### config.mk
export PLATFORM = sky130hd
export DESIGN_NAME = gear_shift_ctrl
export DESIGN_NICKNAME = d
export VERILOG_FILES = /design/src/rtl/gear_pkg.sv /design/src/rtl/speed_step.sv /design/src/rtl/speed_cmp.sv /design/src/rtl/gear_ctrl.sv /design/src/rtl/gear_shift_ctrl.sv
export SDC_FILE = /design/constraint.sdc
export NUM_CORES = 1
export LEC_CHECK = 0
export BUFFER_PORTS_ARGS = -buffer_cell sky130_fd_sc_hd__buf_2
export CORE_ASPECT_RATIO = 1.2
export CORE_UTILIZATION = 30
export CTS_CLUSTER_DIAMETER = 40
export DETAILED_ROUTE_END_ITERATION = 7
export GPL_TIMING_DRIVEN = 0
export MAX_ROUTING_LAYER = met4
export SLEW_MARGIN = 20
export SYNTH_ARGS = -nofsm -noshare
export SYNTH_HDL_FRONTEND = slang
export SYNTH_HIERARCHICAL = 1
export SYNTH_SLANG_ARGS = --single-unit
### constraint.sdc
create_clock -name clk -period 1.6 [get_ports clk]
set_input_delay 0.32 -clock clk [delete_from_list [all_inputs] [get_ports clk]]
set_output_delay 0.32 -clock clk [all_outputs]
set_load 0.01 [all_outputs]
### src/rtl/gear_pkg.sv
package gear_pkg;

    typedef enum logic {
        GEAR_LOW  = 1'b0,
        GEAR_HIGH = 1'b1
    } gear_e;

    typedef struct packed {
        logic [7:0] speed;
        gear_e      gear;
        logic       lamp;
    } gear_regs_t;

endpackage

### src/rtl/speed_step.sv
module speed_step #(
    parameter int SPEED_W = 8
) (
    input  logic [SPEED_W-1:0] cur,
    input  logic               up,
    output logic [SPEED_W-1:0] nxt
);
    localparam logic [SPEED_W-1:0] TOP = {SPEED_W{1'b1}};
    localparam logic [SPEED_W-1:0] ONE = {{(SPEED_W-1){1'b0}}, 1'b1};

    always_comb begin
        if (up) begin
            nxt = (cur == TOP) ? cur : cur + ONE;
        end else begin
            nxt = (cur == '0) ? cur : cur - ONE;
        end
    end
endmodule

### src/rtl/speed_cmp.sv
module speed_cmp #(
    parameter int SPEED_W = 8,
    parameter int SHIFT_AT = 75
) (
    input  logic [SPEED_W-1:0] cur,
    output logic               below
);
    localparam logic [SPEED_W-1:0] LIMIT = SHIFT_AT[SPEED_W-1:0];

    assign below = (cur < LIMIT);
endmodule

### src/rtl/gear_ctrl.sv
module gear_ctrl
    import gear_pkg::*;
(
    input  gear_e cur,
    input  logic  below,
    input  logic  accel,
    output gear_e nxt,
    output logic  lamp_nxt,
    output logic  step_up
);
    always_comb begin
        unique case (cur)
            GEAR_LOW:  nxt = below ? GEAR_LOW : GEAR_HIGH;
            GEAR_HIGH: nxt = below ? GEAR_LOW : GEAR_HIGH;
            default:   nxt = GEAR_LOW;
        endcase
        lamp_nxt = (nxt == GEAR_HIGH);
        step_up  = accel;
    end
endmodule

### src/rtl/gear_shift_ctrl.sv
module gear_shift_ctrl
    import gear_pkg::*;
#(
    parameter int SPEED_W = 8,
    parameter int SHIFT_AT = 75
) (
    input  logic               clk,
    input  logic               rst,
    input  logic               accel,
    output logic [SPEED_W-1:0] speed,
    output logic               gear_high,
    output logic               lamp
);
    gear_regs_t regs_d, regs_q;

    logic [SPEED_W-1:0] spd_step_d;
    logic               below_lim;
    gear_e              gear_nxt;
    logic               lamp_nxt;
    logic               step_up;

    gear_ctrl u_ctrl (
        .cur      (regs_q.gear),
        .below    (below_lim),
        .accel    (accel),
        .nxt      (gear_nxt),
        .lamp_nxt (lamp_nxt),
        .step_up  (step_up)
    );

    speed_step #(.SPEED_W(SPEED_W)) u_step (
        .cur (regs_q.speed[SPEED_W-1:0]),
        .up  (step_up),
        .nxt (spd_step_d)
    );

    speed_cmp #(.SPEED_W(SPEED_W), .SHIFT_AT(SHIFT_AT)) u_cmp (
        .cur   (regs_q.speed[SPEED_W-1:0]),
        .below (below_lim)
    );

    always_comb begin
        regs_d = regs_q;
        if (rst) begin
            regs_d.speed = '0;
            regs_d.gear  = GEAR_LOW;
            regs_d.lamp  = 1'b0;
        end else begin
            regs_d.speed = 8'(spd_step_d);
            regs_d.gear  = gear_nxt;
            regs_d.lamp  = lamp_nxt;
        end
    end

    always_ff @(posedge clk) begin
        regs_q <= regs_d;
    end

    assign speed     = regs_q.speed[SPEED_W-1:0];
    assign gear_high = (regs_q.gear == GEAR_HIGH);
    assign lamp      = regs_q.lamp;
endmodule

After elaboration in Yosys (flattened, before gate mapping):

Cells that the tools add are included.

* $add $sub $neg: 2
* multiply operators: 0
* div/mod/pow operators: 0
* $lt $le $gt $ge: 1
* equal/unequal tests: 3
* shift operators: 0
* multiplexer cells: 4
* bitwise operators: 0
* reduce and logical (&&, ||, !) cells: 2

Operator list (number)
* 8-bit 2-to-1 mux: 3
* 8-bit by 1-bit adder with 8-bit output (second input constant): 1
* 8-bit == test (second input constant): 1
* 8-bit logical NOT: 1
* 8-bit by 7-bit less-than comparator with 1-bit output (second input constant): 1
* 8-bit by 1-bit subtractor with 8-bit output (second input constant): 1
* 2-bit != test (second input constant): 2
* 2-bit AND reduction: 1
* 1-bit 2-to-1 mux: 1

* flip-flop bits (word level): 9
* latch bits: 0
* bits in writable memories: 0
* memory bits (read-only): 0
* input port bits: 3
* output and inout bits: 10
* logic and storage cells: 14
* memories kept: 0

Depth between registers and ports, before layout:

* word-level depth: 3
* depth in mapped cells: 8

By module:

Netlist, hierarchy kept.

By module, submodules not included
* speed_step: instances 1, cells each 64, area an instance 410.4 µm², sequential area each 0.0 µm²
* gear_shift_ctrl: instances 1, cells each 20, area an instance 262.8 µm², sequential area each 200.2 µm²
* speed_cmp: instances 1, cells each 3, area an instance 23.8 µm², sequential area each 0.0 µm²
* gear_ctrl: instances 1, cells each 3, area an instance 18.8 µm², sequential area each 0.0 µm²

Least setup slack after synthesis:

No wires, ideal clock.

* path type: register to register
* start: register regs_q[3], in the netlist speed[1]
* end: register regs_q[9], in the netlist speed[7]
* setup time: 65 ps
* arrival: 1661 ps
* slack: -126 ps
* stages on the path, launching flop included: 8
* buffers on the path: 1
* clock period less this slack: 1726 ps
* path through: dfxtp_1 clkbuf_1 inv_1 ha_1 a31oi_1 a311oi_1 a211oi_1 nor2b_1

* cells in the longest elaborated chain, start to end: 3
* elaborated cells on any way between the ends: 10

RTL lines
* start, declared: RTL line gear_shift_ctrl.sv:14 `gear_regs_t regs_d, regs_q;`
* start signal, assigned: RTL line gear_shift_ctrl.sv:56 `regs_q <= regs_d;`
* 8-bit by 1-bit subtractor with 8-bit output or 8-bit by 1-bit adder with 8-bit output (tied branches): RTL line speed_step.sv:15, speed_step.sv:13
* 8-bit 2-to-1 mux, on equally long branches: RTL line speed_step.sv:15, speed_step.sv:13
* 8-bit 2-to-1 mux (*): RTL line speed_step.sv:12 `if (up) begin`
* via spd_step_d[7]: RTL line gear_shift_ctrl.sv:16 `logic [SPEED_W-1:0] spd_step_d;`

The timed path passes the listed nets; every way through them passes the cells marked *. The select of a mux whose other input is x is not followed.
A chain may end at the register's enable or synchronous reset.

Worst setup path after layout:

* start: register regs_q[4], in the netlist speed[2]
* end: register regs_q[7], in the netlist speed[5]

Same word-level chain as after synthesis.

==> flow_summary.json <==
{
  "crit_cells": 5,
  "r2r_end": "speed[5]",
  "final_antenna_net_count": 0,
  "track_usage_pct": 16.8,
  "synth_edf_count": 0,
  "r2r_cells": 5,
  "internal_power_mw": 1.41,
  "combPwrFrac_pct": 64.9,
  "seq_power_share_pct": 25.6,
  "fin_crit_ns": 1.71,
  "avgSynthCellArea_sq_um": 7.95,
  "critical_path.top_delay_family": "simple AND/OR/NAND/NOR gates",
  "p_sw_mw": 1.06,
  "cts_root_buf": "clkbuf_4",
  "worstPathArrival_ns": 1.87,
  "via_per_inst": 5.49,
  "swShare_pct": 43.0,
  "clock_path_buffers": 2,
  "finalHoldViolCount": 0,
  "antenna-diode-count": 0,
  "setup_viol": 1,
  "power.share.clock_pct": 9.4,
  "status": "complete, but fails checks",
  "grt_pass1_wl_um": 3220,
  "reg2reg_from": "speed[2]",
  "relSlewSlack_pct": 65.8,
  "violations": "setup timing",
  "cp-start-kind": "register",
  "synth_area_leader_cell": "dfxtp_1",
  "vias": 790,
  "gp_congestion": 0.862,
  "leakage_nw": 0.429,
  "grt-ovfl-total": 0,
  "clock_latency_ns": 0.27,
  "drtPass1Iterations": 4,
  "peakVddDrop_mv": 0.979,
  "drv_cap": 0,
  "syn_nets": 96,
  "portBuffers": 11,
  "worstSetupPathType": "register to register",
  "cp-startpoint": "speed[2]",
  "final_area_sq_mm": 0.00102,
  "crit_buf_inv": 0,
  "drt_iter0_markers": 46,
  "path_cells": "or3_4 > or4_4 > a32oi_1 > o21ai_1 > nor2b_1",
  "num_io_pins": 13,
  "start_util_pct": 31.4,
  "synth_seq_cells": 10,
  "drv_slew": 0,
  "antenna_found_initial": 0,
  "synthesis.area_sq_um": 716,
  "cpMaxStageDelayCell": "or4_4",
  "layout-drive-gt1-share_pct": 43.4,
  "finalClockSkew_ns": 0.00116,
  "r2r_slack_ns": -0.11,
  "drc": 0,
  "p_per_area_mw_per_mm2": 2440,
  "dpl.cell_count": 132,
  "grt_pass1_vias": 713,
  "crit_path_max_incr_delay_ns": 0.41,
  "numCtsBuffers": 3,
  "placed_area_sq_um": 826,
  "fin_util_pct": 44.5,
  "netlist.area_leader.share_pct": 28.0,
  "worst-path-max-fanout": 4,
  "dp_hpwl_um": 1210,
  "power_mw": 2.48,
  "hold_buffers": 0,
  "die_h_um": 55.5,
  "tightest_slew_ns": 0.513,
  "fin_crit_sh_pct": 107,
  "final.setup.tns_ns": -0.108,
  "fill_cells": 236,
  "wl_um": 2010,
  "core-area_sq_mm": 0.00228,
  "end_kind": "register",
  "clkSlewWorstSetupHoldPaths_ns": 0.07,
  "fin_nets": 120,
  "hold_path.class": "primary input to register",
  "setup.worst_path.end": "speed[5]",
  "finalNonFillerCells": 144,
  "die_area_sq_mm": 0.00259,
  "yosys.cell_types.count": 35,
  "grt_max_degree": 12,
  "dieWidth_um": 46.6,
  "synth_area_leaders": "dfxtp_1, nor2b_1, ha_1",
  "synth_cells": 90,
  "syn2layout_area_growth_pct": 42.0,
  "rsz0062_at_grt": "true",
  "ys_warn_count": 6,
  "clock_sinks": 10,
  "synthArstFlopShare_pct": 0,
  "synthFlopType": "dfxtp_1",
  "worst_slack_ns": -0.108,
  "cp.required_ns": 1.76,
  "cts_htree_levels": 1,
  "ys_seq_area_share_pct": 28.0,
  "fmax_mhz": 586,
  "row_count": 19,
  "avgRoutedWirePerCell_um": 13.9,
  "cts_tree": "done"
}
[synth_stat cells, types with 3 or more instances]
| cell type | instances |
|---|---|
| a31oi_1 | 4 |
| dfxtp_1 | 10 |
| ha_1 | 3 |
| inv_1 | 5 |
| nand3_1 | 4 |
| nor2_1 | 4 |
| nor2b_1 | 10 |
| nor3_1 | 5 |
| o21ai_0 | 4 |
[worst min path at each step]
stage | slack [ns] | to | depth (start not counted) | startpoint
after floorplan | 0.38 | speed[0] | 1 | rst
after global placement | 0.64 | lamp | 3 | speed[3]
after detailed placement | 0.64 | speed[0] | 2 | rst
after CTS | 0.35 | speed[4] | 2 | rst
after global routing | 0.36 | speed[4] | 2 | rst
final | 0.35 | speed[6] | 2 | rst
[layer usage]
metal	vias to the layer above	global-route usage (%)	routed length, um
met1	373	22.9	871
met3	4	4.90	94
met2	35	24.4	1020
li1	378	-	-
met4	0	3.36	26
met5	-	-	0
[what timing repair did]
item                                    4_1_cts  5_1_grt
buffers inserted                              6        5
resized for setup                            12       16
endpoints found under the setup margin        8        8
pin swaps                                     2        7
[area by class of cell]
class / count / area [sq um] / share of cell area [%]
timing repair buffer: 22 / 138 / 13.5
sequential: 10 / 218 / 21.4
tap: 31 / 38.8 / 3.82
clock buffer: 4 / 36.3 / 3.57
inverter: 5 / 18.8 / 1.85
multi-input combinational: 68 / 541 / 53.2
buffer: 4 / 26.3 / 2.59
[kinds of logic (layout without fill, tap and decap cells)]
family,after synthesis,count (layout),synth area share [%]
compound gates,27,27,26.4
xor+xnor,4,4,4.90
flops,10,10,28.0
fa+ha+maj,3,3,5.25
buf+inv,12,35,8.74
simple gates,33,33,25.4
mux,1,1,1.40
[power by group through the flow]
stage	clock (mW)	sequential, mW	combinational, mW
CTS	0.236	0.620	1.33
floorplan	0	0.568	0.898
global placement	0	0.542	1.20
detailed placement	0	0.543	1.21
global route	0.254	0.663	1.76
finish	0.233	0.636	1.61
[placed cells by master, fill, tap and decap left out, drive strengths merged]
master / netlist / layout
o2bb2ai: 1 / 1
mux2i: 1 / 1
ha: 3 / 3
a21o: 2 / 2
a211oi: 1 / 1
or3: 1 / 1
o21ai: 5 / 5
clkbuf: 2 / 5
a311oi: 2 / 2
o31ai: 2 / 2
nor3: 5 / 5
or2: 2 / 2
o21a: 2 / 2
nor2: 4 / 4
nor2b: 10 / 10
or4: 1 / 1
a31oi: 4 / 4
nor4: 1 / 1
a21oi: 2 / 2
o2111ai: 1 / 1
xor2: 2 / 2
nand2: 2 / 2
buf: 5 / 25
a32oi: 2 / 2
nand4: 1 / 1
and3: 2 / 2
a221oi: 1 / 1
inv: 5 / 5
a22oi: 2 / 2
dfxtp: 10 / 10
nand3: 4 / 4
xnor2: 2 / 2
[sequential cells by signal (all words and copies together) (netlist names)]
name	flops
speed	8
lamp	1
gear_high	1
[per-stage QoR]
stage | worst slack (ns) | hold slack, ns
after floorplan | -0.0959 | 0.384
after global placement | -0.216 | 0.637
after detailed placement | -0.221 | 0.643
after CTS | -0.0925 | 0.354
after global routing | -0.203 | 0.355
final | -0.108 | 0.347
No activity file was read; power rests on OpenSTA's default activity.
